--- src/rtl/bch_syn_pkg.sv ---
package bch_syn_pkg;

   localparam int CAP_W   = 5;
   localparam int HALF_W  = 16;

   // capability code to t; zero marks an unsupported code
   function automatic logic [CAP_W-1:0] cap_decode(input logic [2:0] code);
      logic [CAP_W-1:0] t;
      case (code)
         3'd0:    t = 5'd2;
         3'd1:    t = 5'd4;
         3'd2:    t = 5'd8;
         3'd3:    t = 5'd12;
         3'd4:    t = 5'd24;
         default: t = 5'd0;
      endcase
      return t;
   endfunction

endpackage

--- src/rtl/bch_gf_mul.sv ---
module bch_gf_mul #(
   parameter int           M    = 13,
   parameter logic [M:0]   POLY = 14'h201B
) (
   input  logic [M-1:0] a,
   input  logic [M-1:0] b,
   output logic [M-1:0] p
);

   // interleaved shift-and-reduce product
   always_comb begin
      logic [M-1:0] run;
      logic [M-1:0] acc;
      run = a;
      acc = '0;
      for (int i = 0; i < M; i++) begin
         if (b[i]) acc = acc ^ run;
         run = {run[M-2:0], 1'b0} ^ (run[M-1] ? POLY[M-1:0] : '0);
      end
      p = acc;
   end

endmodule

--- src/rtl/bch_gf_sqr.sv ---
module bch_gf_sqr #(
   parameter int           M         = 13,
   parameter logic [M:0]   POLY      = 14'h201B,
   parameter bit           SQ_BY_MUL = 1'b0
) (
   input  logic [M-1:0] a,
   output logic [M-1:0] q
);

   generate
      if (SQ_BY_MUL) begin : g_mul
         bch_gf_mul #(.M(M), .POLY(POLY)) u_mul (.a(a), .b(a), .p(q));
      end else begin : g_spread
         // squaring is linear: spread bits then fold the upper half down
         always_comb begin
            logic [2*M-2:0] d;
            d = '0;
            for (int i = 0; i < M; i++) d[2*i] = a[i];
            for (int k = 2*M-2; k >= M; k--) begin
               if (d[k]) d[k -: M+1] = d[k -: M+1] ^ POLY;
            end
            q = d[M-1:0];
         end
      end
   endgenerate

endmodule

--- src/rtl/bch_syn_seq.sv ---
module bch_syn_seq
   import bch_syn_pkg::*;
#(
   parameter int M     = 13,
   parameter int MAX_T = 24,
   localparam int JW   = $clog2(M)
) (
   input  logic             clk,
   input  logic             rst_n,
   input  logic             start,
   input  logic [CAP_W-1:0] t_in,
   output logic             busy,
   output logic             accept,
   output logic             odd_step,
   output logic             odd_last,
   output logic [CAP_W-1:0] k_idx,
   output logic [JW-1:0]    j_idx,
   output logic             even_step,
   output logic [CAP_W-1:0] m_idx,
   output logic             done
);

   typedef enum logic [1:0] {S_IDLE, S_ODD, S_EVEN} seq_state_t;

   seq_state_t       state;
   logic [CAP_W-1:0] t_q;
   logic             t_ok;
   logic             j_end;

   assign t_ok      = (t_in != '0) && (int'(t_in) <= MAX_T);
   assign busy      = (state != S_IDLE);
   assign accept    = (state == S_IDLE) && start && t_ok;
   assign odd_step  = (state == S_ODD);
   assign j_end     = (int'(j_idx) == M-1);
   assign odd_last  = odd_step && j_end;
   assign even_step = (state == S_EVEN);

   always_ff @(posedge clk or negedge rst_n) begin
      if (!rst_n) begin
         state <= S_IDLE;
         t_q   <= '0;
         k_idx <= '0;
         j_idx <= '0;
         m_idx <= '0;
         done  <= 1'b0;
      end else begin
         done <= 1'b0;
         case (state)
            S_IDLE: begin
               if (accept) begin
                  state <= S_ODD;
                  t_q   <= t_in;
                  k_idx <= '0;
                  j_idx <= '0;
                  m_idx <= '0;
               end
            end
            S_ODD: begin
               if (j_end) begin
                  j_idx <= '0;
                  if (k_idx == t_q - 1'b1) begin
                     state <= S_EVEN;
                     m_idx <= 5'd1;
                  end else begin
                     k_idx <= k_idx + 1'b1;
                  end
               end else begin
                  j_idx <= j_idx + 1'b1;
               end
            end
            S_EVEN: begin
               if (m_idx == t_q) begin
                  state <= S_IDLE;
                  done  <= 1'b1;
               end else begin
                  m_idx <= m_idx + 1'b1;
               end
            end
            default: state <= S_IDLE;
         endcase
      end
   end

endmodule

--- src/rtl/bch_syn_odd.sv ---
module bch_syn_odd #(
   parameter int           M    = 13,
   parameter logic [M:0]   POLY = 14'h201B
) (
   input  logic         clk,
   input  logic         rst_n,
   input  logic         load,
   input  logic         step,
   input  logic         last,
   input  logic         bit_in,
   output logic [M-1:0] syn_val
);

   localparam logic [M-1:0] ONE    = M'(1);
   localparam logic [M-1:0] ALPHA  = M'(2);
   localparam logic [M-1:0] ALPHA2 = M'(4);

   logic [M-1:0] acc_q;   // partial sum of the current syndrome
   logic [M-1:0] pw_q;    // alpha^(i*j) for the current bit
   logic [M-1:0] base_q;  // alpha^i for the current odd index
   logic [M-1:0] pw_next;
   logic [M-1:0] base_next;

   bch_gf_mul #(.M(M), .POLY(POLY)) u_pw   (.a(pw_q),   .b(base_q), .p(pw_next));
   bch_gf_mul #(.M(M), .POLY(POLY)) u_base (.a(base_q), .b(ALPHA2), .p(base_next));

   assign syn_val = acc_q ^ (bit_in ? pw_q : '0);

   always_ff @(posedge clk or negedge rst_n) begin
      if (!rst_n) begin
         acc_q  <= '0;
         pw_q   <= ONE;
         base_q <= ALPHA;
      end else if (load) begin
         acc_q  <= '0;
         pw_q   <= ONE;
         base_q <= ALPHA;
      end else if (step) begin
         if (last) begin
            acc_q  <= '0;
            pw_q   <= ONE;
            base_q <= base_next;
         end else begin
            acc_q  <= syn_val;
            pw_q   <= pw_next;
         end
      end
   end

endmodule

--- src/rtl/bch_syn_expand.sv ---
module bch_syn_expand
   import bch_syn_pkg::*;
#(
   parameter int                 FIELD_M   = 13,
   parameter logic [FIELD_M:0]   POLY      = 14'h201B,
   parameter int                 MAX_T     = 24,
   parameter bit                 SQ_BY_MUL = 1'b0
) (
   input  logic                         clk,
   input  logic                         rst_n,
   input  logic                         start,
   input  logic [2:0]                   cap_sel,
   input  logic [MAX_T*HALF_W-1:0]      rem_words,
   output logic [2*MAX_T*FIELD_M-1:0]   syn_out,
   output logic                         done
);

   localparam int NSYN = 2 * MAX_T;
   localparam int JW   = $clog2(FIELD_M);

   generate
      if (MAX_T < 2 || MAX_T > 24 || (MAX_T % 2) != 0) begin : g_bad_t
         $error("MAX_T must be even and within 2..24");
      end
      if (FIELD_M < 4 || FIELD_M > HALF_W) begin : g_bad_m
         $error("FIELD_M must lie within 4..16");
      end
      if (POLY[FIELD_M] != 1'b1 || POLY[0] != 1'b1) begin : g_bad_poly
         $error("POLY must have its top and constant terms set");
      end
   endgenerate

   logic [CAP_W-1:0]   t_dec;
   logic               busy;
   logic               accept;
   logic               odd_step;
   logic               odd_last;
   logic [CAP_W-1:0]   k_idx;
   logic [JW-1:0]      j_idx;
   logic               even_step;
   logic [CAP_W-1:0]   m_idx;
   logic               bit_in;
   logic [FIELD_M-1:0] odd_val;
   logic [FIELD_M-1:0] sq_src;
   logic [FIELD_M-1:0] sq_val;
   logic [FIELD_M-1:0] rem_q [MAX_T];
   logic [FIELD_M-1:0] syn_q [NSYN];

   assign t_dec = cap_decode(cap_sel);

   bch_syn_seq #(.M(FIELD_M), .MAX_T(MAX_T)) u_seq (
      .clk       (clk),
      .rst_n     (rst_n),
      .start     (start),
      .t_in      (t_dec),
      .busy      (busy),
      .accept    (accept),
      .odd_step  (odd_step),
      .odd_last  (odd_last),
      .k_idx     (k_idx),
      .j_idx     (j_idx),
      .even_step (even_step),
      .m_idx     (m_idx),
      .done      (done)
   );

   // remainder capture: only the field bits of each 16-bit half are kept
   always_ff @(posedge clk or negedge rst_n) begin
      if (!rst_n) begin
         for (int i = 0; i < MAX_T; i++) rem_q[i] <= '0;
      end else if (accept) begin
         for (int i = 0; i < MAX_T; i++) rem_q[i] <= rem_words[i*HALF_W +: FIELD_M];
      end
   end

   always_comb begin
      int kk;
      int jj;
      kk = (int'(k_idx) < MAX_T) ? int'(k_idx) : 0;
      jj = (int'(j_idx) < FIELD_M) ? int'(j_idx) : 0;
      bit_in = rem_q[kk][jj];
   end

   bch_syn_odd #(.M(FIELD_M), .POLY(POLY)) u_odd (
      .clk     (clk),
      .rst_n   (rst_n),
      .load    (accept),
      .step    (odd_step),
      .last    (odd_last),
      .bit_in  (bit_in),
      .syn_val (odd_val)
   );

   always_comb begin
      int mm;
      mm = (m_idx != '0 && int'(m_idx) <= MAX_T) ? int'(m_idx) - 1 : 0;
      sq_src = syn_q[mm];
   end

   bch_gf_sqr #(.M(FIELD_M), .POLY(POLY), .SQ_BY_MUL(SQ_BY_MUL)) u_sqr (
      .a (sq_src),
      .q (sq_val)
   );

   // syndrome file: slot n-1 holds S(n)
   always_ff @(posedge clk or negedge rst_n) begin
      if (!rst_n) begin
         for (int n = 0; n < NSYN; n++) syn_q[n] <= '0;
      end else if (accept) begin
         for (int n = 0; n < NSYN; n++) syn_q[n] <= '0;
      end else if (odd_last) begin
         syn_q[2*int'(k_idx)] <= odd_val;
      end else if (even_step && m_idx != '0) begin
         syn_q[2*int'(m_idx)-1] <= sq_val;
      end
   end

   generate
      for (genvar n = 0; n < NSYN; n++) begin : g_out
         assign syn_out[n*FIELD_M +: FIELD_M] = syn_q[n];
      end
   endgenerate

endmodule

--- config.mk ---
export PLATFORM = sky130hd
export DESIGN_NAME = bch_syn_expand
export DESIGN_NICKNAME = d
export VERILOG_FILES = /design/src/rtl/bch_syn_pkg.sv /design/src/rtl/bch_gf_mul.sv /design/src/rtl/bch_gf_sqr.sv /design/src/rtl/bch_syn_seq.sv /design/src/rtl/bch_syn_odd.sv /design/src/rtl/bch_syn_expand.sv
export SDC_FILE = /design/constraint.sdc
export NUM_CORES = 2
export LEC_CHECK = 0
export CELL_PAD_IN_SITES_DETAIL_PLACEMENT = 1
export CELL_PAD_IN_SITES_GLOBAL_PLACEMENT = 2
export CORE_ASPECT_RATIO = 0.7
export CORE_MARGIN = 5
export CORE_UTILIZATION = 36
export DETAILED_ROUTE_END_ITERATION = 16
export DONT_BUFFER_PORTS = 1
export HOLD_SLACK_MARGIN = 0.05
export PLACE_DENSITY = 0.78
export SLEW_MARGIN = 20
export SYNTH_ARGS = -nofsm -noshare
export SYNTH_HDL_FRONTEND = slang
export SYNTH_HIERARCHICAL = 1
export SYNTH_SLANG_ARGS = --single-unit
--- constraint.sdc ---
create_clock -name clk -period 5.5 [get_ports clk]
set_input_delay 0.55 -clock clk [delete_from_list [all_inputs] [get_ports clk]]
set_output_delay 0.55 -clock clk [all_outputs]
set_load 0.02 [all_outputs]
# == Word level (Yosys, flattened, before mapping) ==
# Index checks and enable logic that the tools add are counted.
# totals
ff_bits,997
in_bits,390
out_inout_bits,625
word_cells,268
# classes
add_sub_neg,6
magnitude_cmp,11
eq_ne,15
muxes,89
bitwise_logic,43
reduce_logical,23
# ops
operator,count
$mux W624,3
$bwmux W624,2
$mux W13,29
$xor A13 B5 Y13,14
$xor A13 B13 Y13,13
$mux W5,33
$demux W13 S6,2
$ge A32 B7 Y1 const B,3
$bmux W13 S6,1
$bmux W13 S5,1
$lt A32 B1 Y1 const B,2
$not A32 Y32,2
$not A4 Y4,11
$ge A32 B6 Y1 const B,1
$mux W32,1
$not A5 Y32,1
$not A6 Y32,1
$pmux W5 S5,1
$pmux W5 S3,1
$mux W4,3
$add A5 B1 Y5 const B,2
$eq A5 B5 Y1,2
$le A5 B5 Y1 const B,2
$ne A2 B2 Y1 const B,5
30 further kinds,51

# == Logic depth before layout (Yosys ltp) ==
# logic_depth
ltp_word,35
ltp_mapped,23

# == Hierarchy ==
# Netlist, hierarchy kept.
# by_module_without_submodules
mod,instances,cells_each,area_each_um2,seq_area_each_um2
bch_syn_expand,1,4322,44529.0,23422.5
bch_gf_mul,2,425,2995.4,0.0
bch_syn_odd,1,217,1961.9,978.4
bch_syn_seq,1,163,1502.7,550.5
bch_gf_sqr,1,19,187.7,0.0

# == Least setup slack after synthesis ==
# Ideal clock, no wire load.
# synth_path
kind,reg-to-reg
start,reg u_seq.m_idx[0]
end,reg syn_q (netlist bit syn_out[303])
setup_time_ns,0.121
arrival_ns,5.265
required_time_ns,5.379
path_slack_ns,0.114
stages_incl_launch_ff,22
period_less_slack_ns,5.386
cell_sequence,dfrtp_1 -> clkbuf_1 -> inv_1 -> clkbuf_1 -> clkbuf_1 -> clkbuf_1 -> ha_1 -> buf_2 -> or4b_4 -> o211ai_2 -> buf_6 -> buf_6 -> nand2_1 -> a311oi_1 -> a22o_1 -> a21oi_1 -> o311ai_1 -> xnor2_2 -> xnor3_1 -> and2_1 -> clkbuf_1 -> a22o_1
# synth_rtl
item,line_no,text
"start, declared",bch_syn_seq.sv:19,"output logic [CAP_W-1:0] m_idx,"
"start signal, assigned",bch_syn_seq.sv:76,m_idx <= m_idx + 1'b1;
$le A5 B5 Y1 or $reduce_bool A5 Y1 (tied branches),bch_syn_expand.sv:96,mm = (m_idx != '0 && int'(m_idx) <= MAX_T) ? int'(m_idx) - 1 : 0;
$logic_and A1 B1 Y1,bch_syn_expand.sv:96,
$mux W32 *,bch_syn_expand.sv:96,
$not A32 Y32 (not written as such) *,bch_syn_expand.sv:97,sq_src = syn_q[mm];
$bmux W13 S6 *,bch_syn_expand.sv:97,
$mux W13 (not written as such) * (2 in a row),bch_syn_expand.sv:97,
via sq_src[11],bch_syn_expand.sv:44,logic [FIELD_M-1:0] sq_src;
$mux W5 * (2 in a row),bch_gf_sqr.sv:20,if (d[k]) d[k -: M+1] = d[k -: M+1] ^ POLY;
via sq_val[4],bch_syn_expand.sv:45,logic [FIELD_M-1:0] sq_val;
$bwmux W624 *,bch_syn_expand.sv:114,syn_q[2*int'(m_idx)-1] <= sq_val;
$mux W624 *,bch_syn_expand.sv:113,end else if (even_step && m_idx != '0) begin
$mux W624 *,bch_syn_expand.sv:111,end else if (odd_last) begin
$mux W624 *,bch_syn_expand.sv:109,end else if (accept) begin
"end signal, assigned by index",bch_syn_expand.sv:112,syn_q[2*int'(k_idx)] <= odd_val;
"end signal, assigned by index",bch_syn_expand.sv:114,
"end, declared",bch_syn_expand.sv:47,logic [FIELD_M-1:0] syn_q [NSYN];
# Mark *: on every way through the listed nets, which the timed path passes. The rest lies on a longest branch. The select of a mux whose other input is x is not followed.
# A chain may end at the register's enable or synchronous reset.

# == Worst setup path after layout ==
# layout_path
start,reg u_seq.m_idx[0]
end,reg syn_q (netlist bit syn_out[305])
# layout_rtl
item,line_no
$le A5 B5 Y1 or $reduce_bool A5 Y1 (tied branches),bch_syn_expand.sv:96
$logic_and A1 B1 Y1,bch_syn_expand.sv:96
$mux W32 *,bch_syn_expand.sv:96
$not A32 Y32 (not written as such) *,bch_syn_expand.sv:97
$bmux W13 S6 *,bch_syn_expand.sv:97
$mux W13 (not written as such) * (2 in a row),bch_syn_expand.sv:97
via sq_src[9],bch_syn_expand.sv:44
$mux W5 * (2 in a row),bch_gf_sqr.sv:20
$not A4 Y4 (no line),n/a
$mux W5 *,bch_gf_sqr.sv:20
$not A4 Y4 (no line),n/a
$mux W5 *,bch_gf_sqr.sv:20
via sq_val[6],bch_syn_expand.sv:45
$bwmux W624 *,bch_syn_expand.sv:114
$mux W624 *,bch_syn_expand.sv:113
$mux W624 *,bch_syn_expand.sv:111
$mux W624 *,bch_syn_expand.sv:109
# Marked as above.

==> results by group <==
Setup path
  • Flop-to-flop setup slack: 0.14 ns
  • Crit path top cell by count: buf_12
  • Crit Path Category: reg2reg
  • Critical path's largest stage delay: 0.81 ns
  • Crit. End Element: flop
  • Data arrival, critical path: 6.04 ns
  • Crit-path slowest cell: nor3_1
  • Worst endpoint required time: 6.18 ns
  • Worst-path fanout max: 37
  • Critical path startpoint category: flop
  • CP Cell Sequence: inv_2 -> ha_1 -> or4b_4 -> o211ai_4 -> buf_12 -> nand2_1 -> and3_1 -> a311oi_1 -> a211oi_1 -> nor3_1 -> a211o_1 -> xor2_1 -> xnor2_1 -> and2_2 -> buf_12 -> a22o_1
  • Worst r2r dst: syn_out[305]$_DFFE_PN0P_
  • RR Startpoint: u_seq/m_idx[0]$_DFFE_PN0P_
  • Worst-case reg-to-reg path depth: 16

STA
  • Final period utilization: 97.5%
  • Final-report hold violation count: 0
  • Setup violators final: 0
  • Max frequency: 186 MHz
  • Worst Max-Slew Pin Slew: 1.29 ns
  • Sum Neg Setup Slack: 0 ns
  • PnR worst setup slack: 0.137 ns
  • Slew Limit Headroom: 13.8%
  • Slew Viols, Final: 0
  • Clock skew: 0.0526 ns
  • RSZ-0062 raised after global routing: false
  • Fin crit period: 5.36 ns

Hold path
  • Worst hold path type: in2reg
  • Worst hold start: cap_sel[1]
  • Hold path endpoint: u_seq/t_q[3]$_DFFE_PN0P_
  • Hold path cells: 3

Floorplanning
  • Die H: 335 um
  • Initial core utilization: 36.1%
  • Placeable core region: 0.150 sq mm
  • I/O pins: 1015
  • Die X: 474 um
  • Die area: 0.158 sq mm
  • # rows: 119

Route
  • Post-DR wirelength/cell: 34.5 um
  • Via count: 48900
  • Drt first-iter violations: 5453
  • Detailed-route wire length: 271 mm
  • Detail Route Antenna Nets: 0
  • Via/cell ratio: 6.23
  • First-pass DRT Iterations: 5
  • Post-route DRC violation count: 0

Pwr
  • VDD IR-drop max: 462 uV
  • Power Density: 472 mW/mm^2
  • Lkg Pwr: 25.7 nW
  • Tot Pwr: 30.1 mW

Final layout
  • Filler cells: 16500
  • Nets: 6145
  • Design Area, Final: 0.0637 sq mm
  • Area growth syn-to-layout: 17.7%
  • Layout cells sized above 1: 14.8%

GRT
  • Vias in the first global route: 49100
  • First-pass GRT wire length: 379 mm
  • Initial antenna violation count: 23
  • Total gr overflow: 0
  • Largest net degree at the start of global routing: 155
  • Gr usage total: 32.7%

Place
  • Hpwl dp: 187 mm
  • GP Congestion: 0.968
  • Dpl cell area: 0.0569 sq mm
  • Port Buffers: 0
  • Pre-CTS setup slack: 0.257 ns

Status
  • Status: finished, final reports clean

Clock network
  • CTS Root Cell: clkbuf_16
  • Clock Latency Late Sink: 0.75 ns
  • Max clock buf depth: 3
  • Max H-tree Level: 3
  • CTS Sinks: 997
  • Worst-path clk slew: 0.06 ns
  • TritonCTS buffer count: 104
  • CTS tree: yes

Synth
  • Yosys Warn Count: 6
  • Synth Register Bits: 997
  • Dominant synthesized flop cell: dfrtp_1
  • Synth Instances: 5571
  • Post-Syn Area: 0.0542 sq mm
  • Seq/Total Area, Yosys: 46.1%
  • Library cells used by synthesis: 91
  • Mapped Avg Cell Area: 9.72 sq um
  • Asr flop ratio synth: 100%
  • EDFF count, synth: 0

Flow run
  • Maxcap violations: 0
==> synth_stat cells (18+ instances only) <==
cell,count,area share (%)
inv_1,42,0.29
dfrtp_1,995,46
nand2b_1,24,0.28
nand3b_1,23,0.32
o21ai_0,120,1.1
and3_1,21,0.24
xor2_1,90,1.5
clkbuf_1,328,2.3
nor3_1,64,0.59
buf_1,34,0.24
mux2i_1,106,2.0
a211oi_1,53,0.73
nor2_1,139,0.96
buf_4,23,0.32
mux4_2,71,3.0
buf_2,93,0.86
a21oi_1,519,4.8
and2_1,34,0.39
xnor2_1,241,3.9
a31oi_1,18,0.21
nand3_1,139,1.3
mux2_2,321,6.7
xnor3_1,23,0.96
o221ai_1,41,0.66
a221oi_1,42,0.68
a22o_1,261,4.2
nand2_1,1367,9.5
==> kinds of logic (layout without fill, tap and decap cells) <==
logic type               count (synthesis)  count (layout)  synth area share [%]
multiplexers                           499             499                  11.6
flip-flops                             997             997                  46.1
XOR/XNOR                               390             390                  7.71
adder cells (fa/ha/maj)                 14              14                 0.323
AO/OA/AOI/OAI                         1240            1240                  15.4
buffers and inverters                  533             735                  4.21
AND/OR/NAND/NOR                       1895            1895                  14.7
other                                    3              79                0.0208
==> metal layers <==
layer | vias up | share of wire, % | GRT usage, %
met5 | - | 0.0041 | 0
met4 | 2 | 7.0 | 18.5
met3 | 735 | 11 | 12.0
met2 | 2867 | 43 | 48.2
met1 | 25500 | 39 | 41.6
li1 | 19800 | - | -
==> final cells by class <==
cell class                 instances  area [sq um]  share of cell area [%]
multi-input combinational       4090         27400                    43.1
timing repair buffer             503          5050                    7.93
tap                             1996          2500                    3.92
clock inverter                    35           588                   0.923
inverter                          45           176                   0.277
clock buffer                     152          2940                    4.62
antenna                           27          67.6                   0.106
sequential                       997         25000                    39.2
==> repair_timing <==
action,in CTS,in global routing
buffers inserted,0,0
endpoints found under the setup margin,0,1
endpoints found under the hold margin,415,0
hold buffers,317,0
resized for setup,0,1
==> cell usage in the layout, fill, tap and decap left out, drive strengths merged, types with 23 or more instances in the layout <==
master and instances:
nand2 1369, dfrtp 995, a21oi 519, mux2 322, dlygate4sd3 317, a22o 261
xnor2 244, buf 186, clkbuf 152, nand3 139, nor2 139, o21ai 123
xor2 109, mux2i 106, mux4 71, nor3 64, a211oi 56, conb 52
inv 45, o221ai 42, a221oi 42, and2 34, diode 27, nand2b 24
nand3b 23, xnor3 23
==> power by group <==
part           internal, mW  total (mW)  switching (mW)  leakage, nW
logic                  4.33        12.6            8.25         10.8
clock network          4.25        7.63            3.39         1.71
registers              8.64        9.85            1.21         13.2
==> per-stage QoR <==
| stage | std cells | hold WS, ns | util, % |
|---|---|---|---|
| finish | 7845 | 0.115 | 42.5 |
| CTS | 7818 | 0.0680 | 42.4 |
| global route | 7836 | 0.109 | 42.5 |
| floorplan | 5620 | 0.254 | - |
| global placement | 7314 | 0.483 | 38.0 |
| detailed placement | 7314 | 0.491 | 38.0 |
==> how the worst max path moves through the flow <==
stage	start	to	slack, ns	depth (start not counted)
6_report	u_seq/m_idx[0]$_DFFE_PN0P_	syn_out[305]$_DFFE_PN0P_	0.14	16
5_1_grt	u_seq/m_idx[0]$_DFFE_PN0P_	syn_out[123]$_DFFE_PN0P_	0.07	16
4_1_cts	u_seq/m_idx[0]$_DFFE_PN0P_	syn_out[537]$_DFFE_PN0P_	0.23	14
3_5_place_dp	u_seq/m_idx[0]$_DFFE_PN0P_	syn_out[303]$_DFFE_PN0P_	0.26	14
3_3_place_gp	u_seq/m_idx[0]$_DFFE_PN0P_	syn_out[69]$_DFFE_PN0P_	0.35	14
2_1_floorplan	u_seq/m_idx[0]$_DFFE_PN0P_	syn_out[303]$_DFFE_PN0P_	0.11	21
==> critical path, delay by kind of cell, from the launching register on <==
kind	cells	cell delay, ns
xor gates and xnor gates	2	0.44
AOI/OAI and AO/OA	5	1.20
adders and majority gates	1	0.40
buffers and inverters	3	0.67
and+or+nand+nor	5	2.03
DFF	1	0.52
==> registers in the layout, summed over array words and instances, names as in the netlist <==
name / count
u_odd/pw_q: 13
u_seq/j_idx: 4
rem_q: 312
u_seq/t_q: 5
u_seq/done: 1
u_seq/state: 2
u_seq/k_idx: 5
syn_out: 624
u_odd/base_q: 13
u_odd/acc_q: 13
u_seq/m_idx: 5
(Power assumes the default switching activity.)
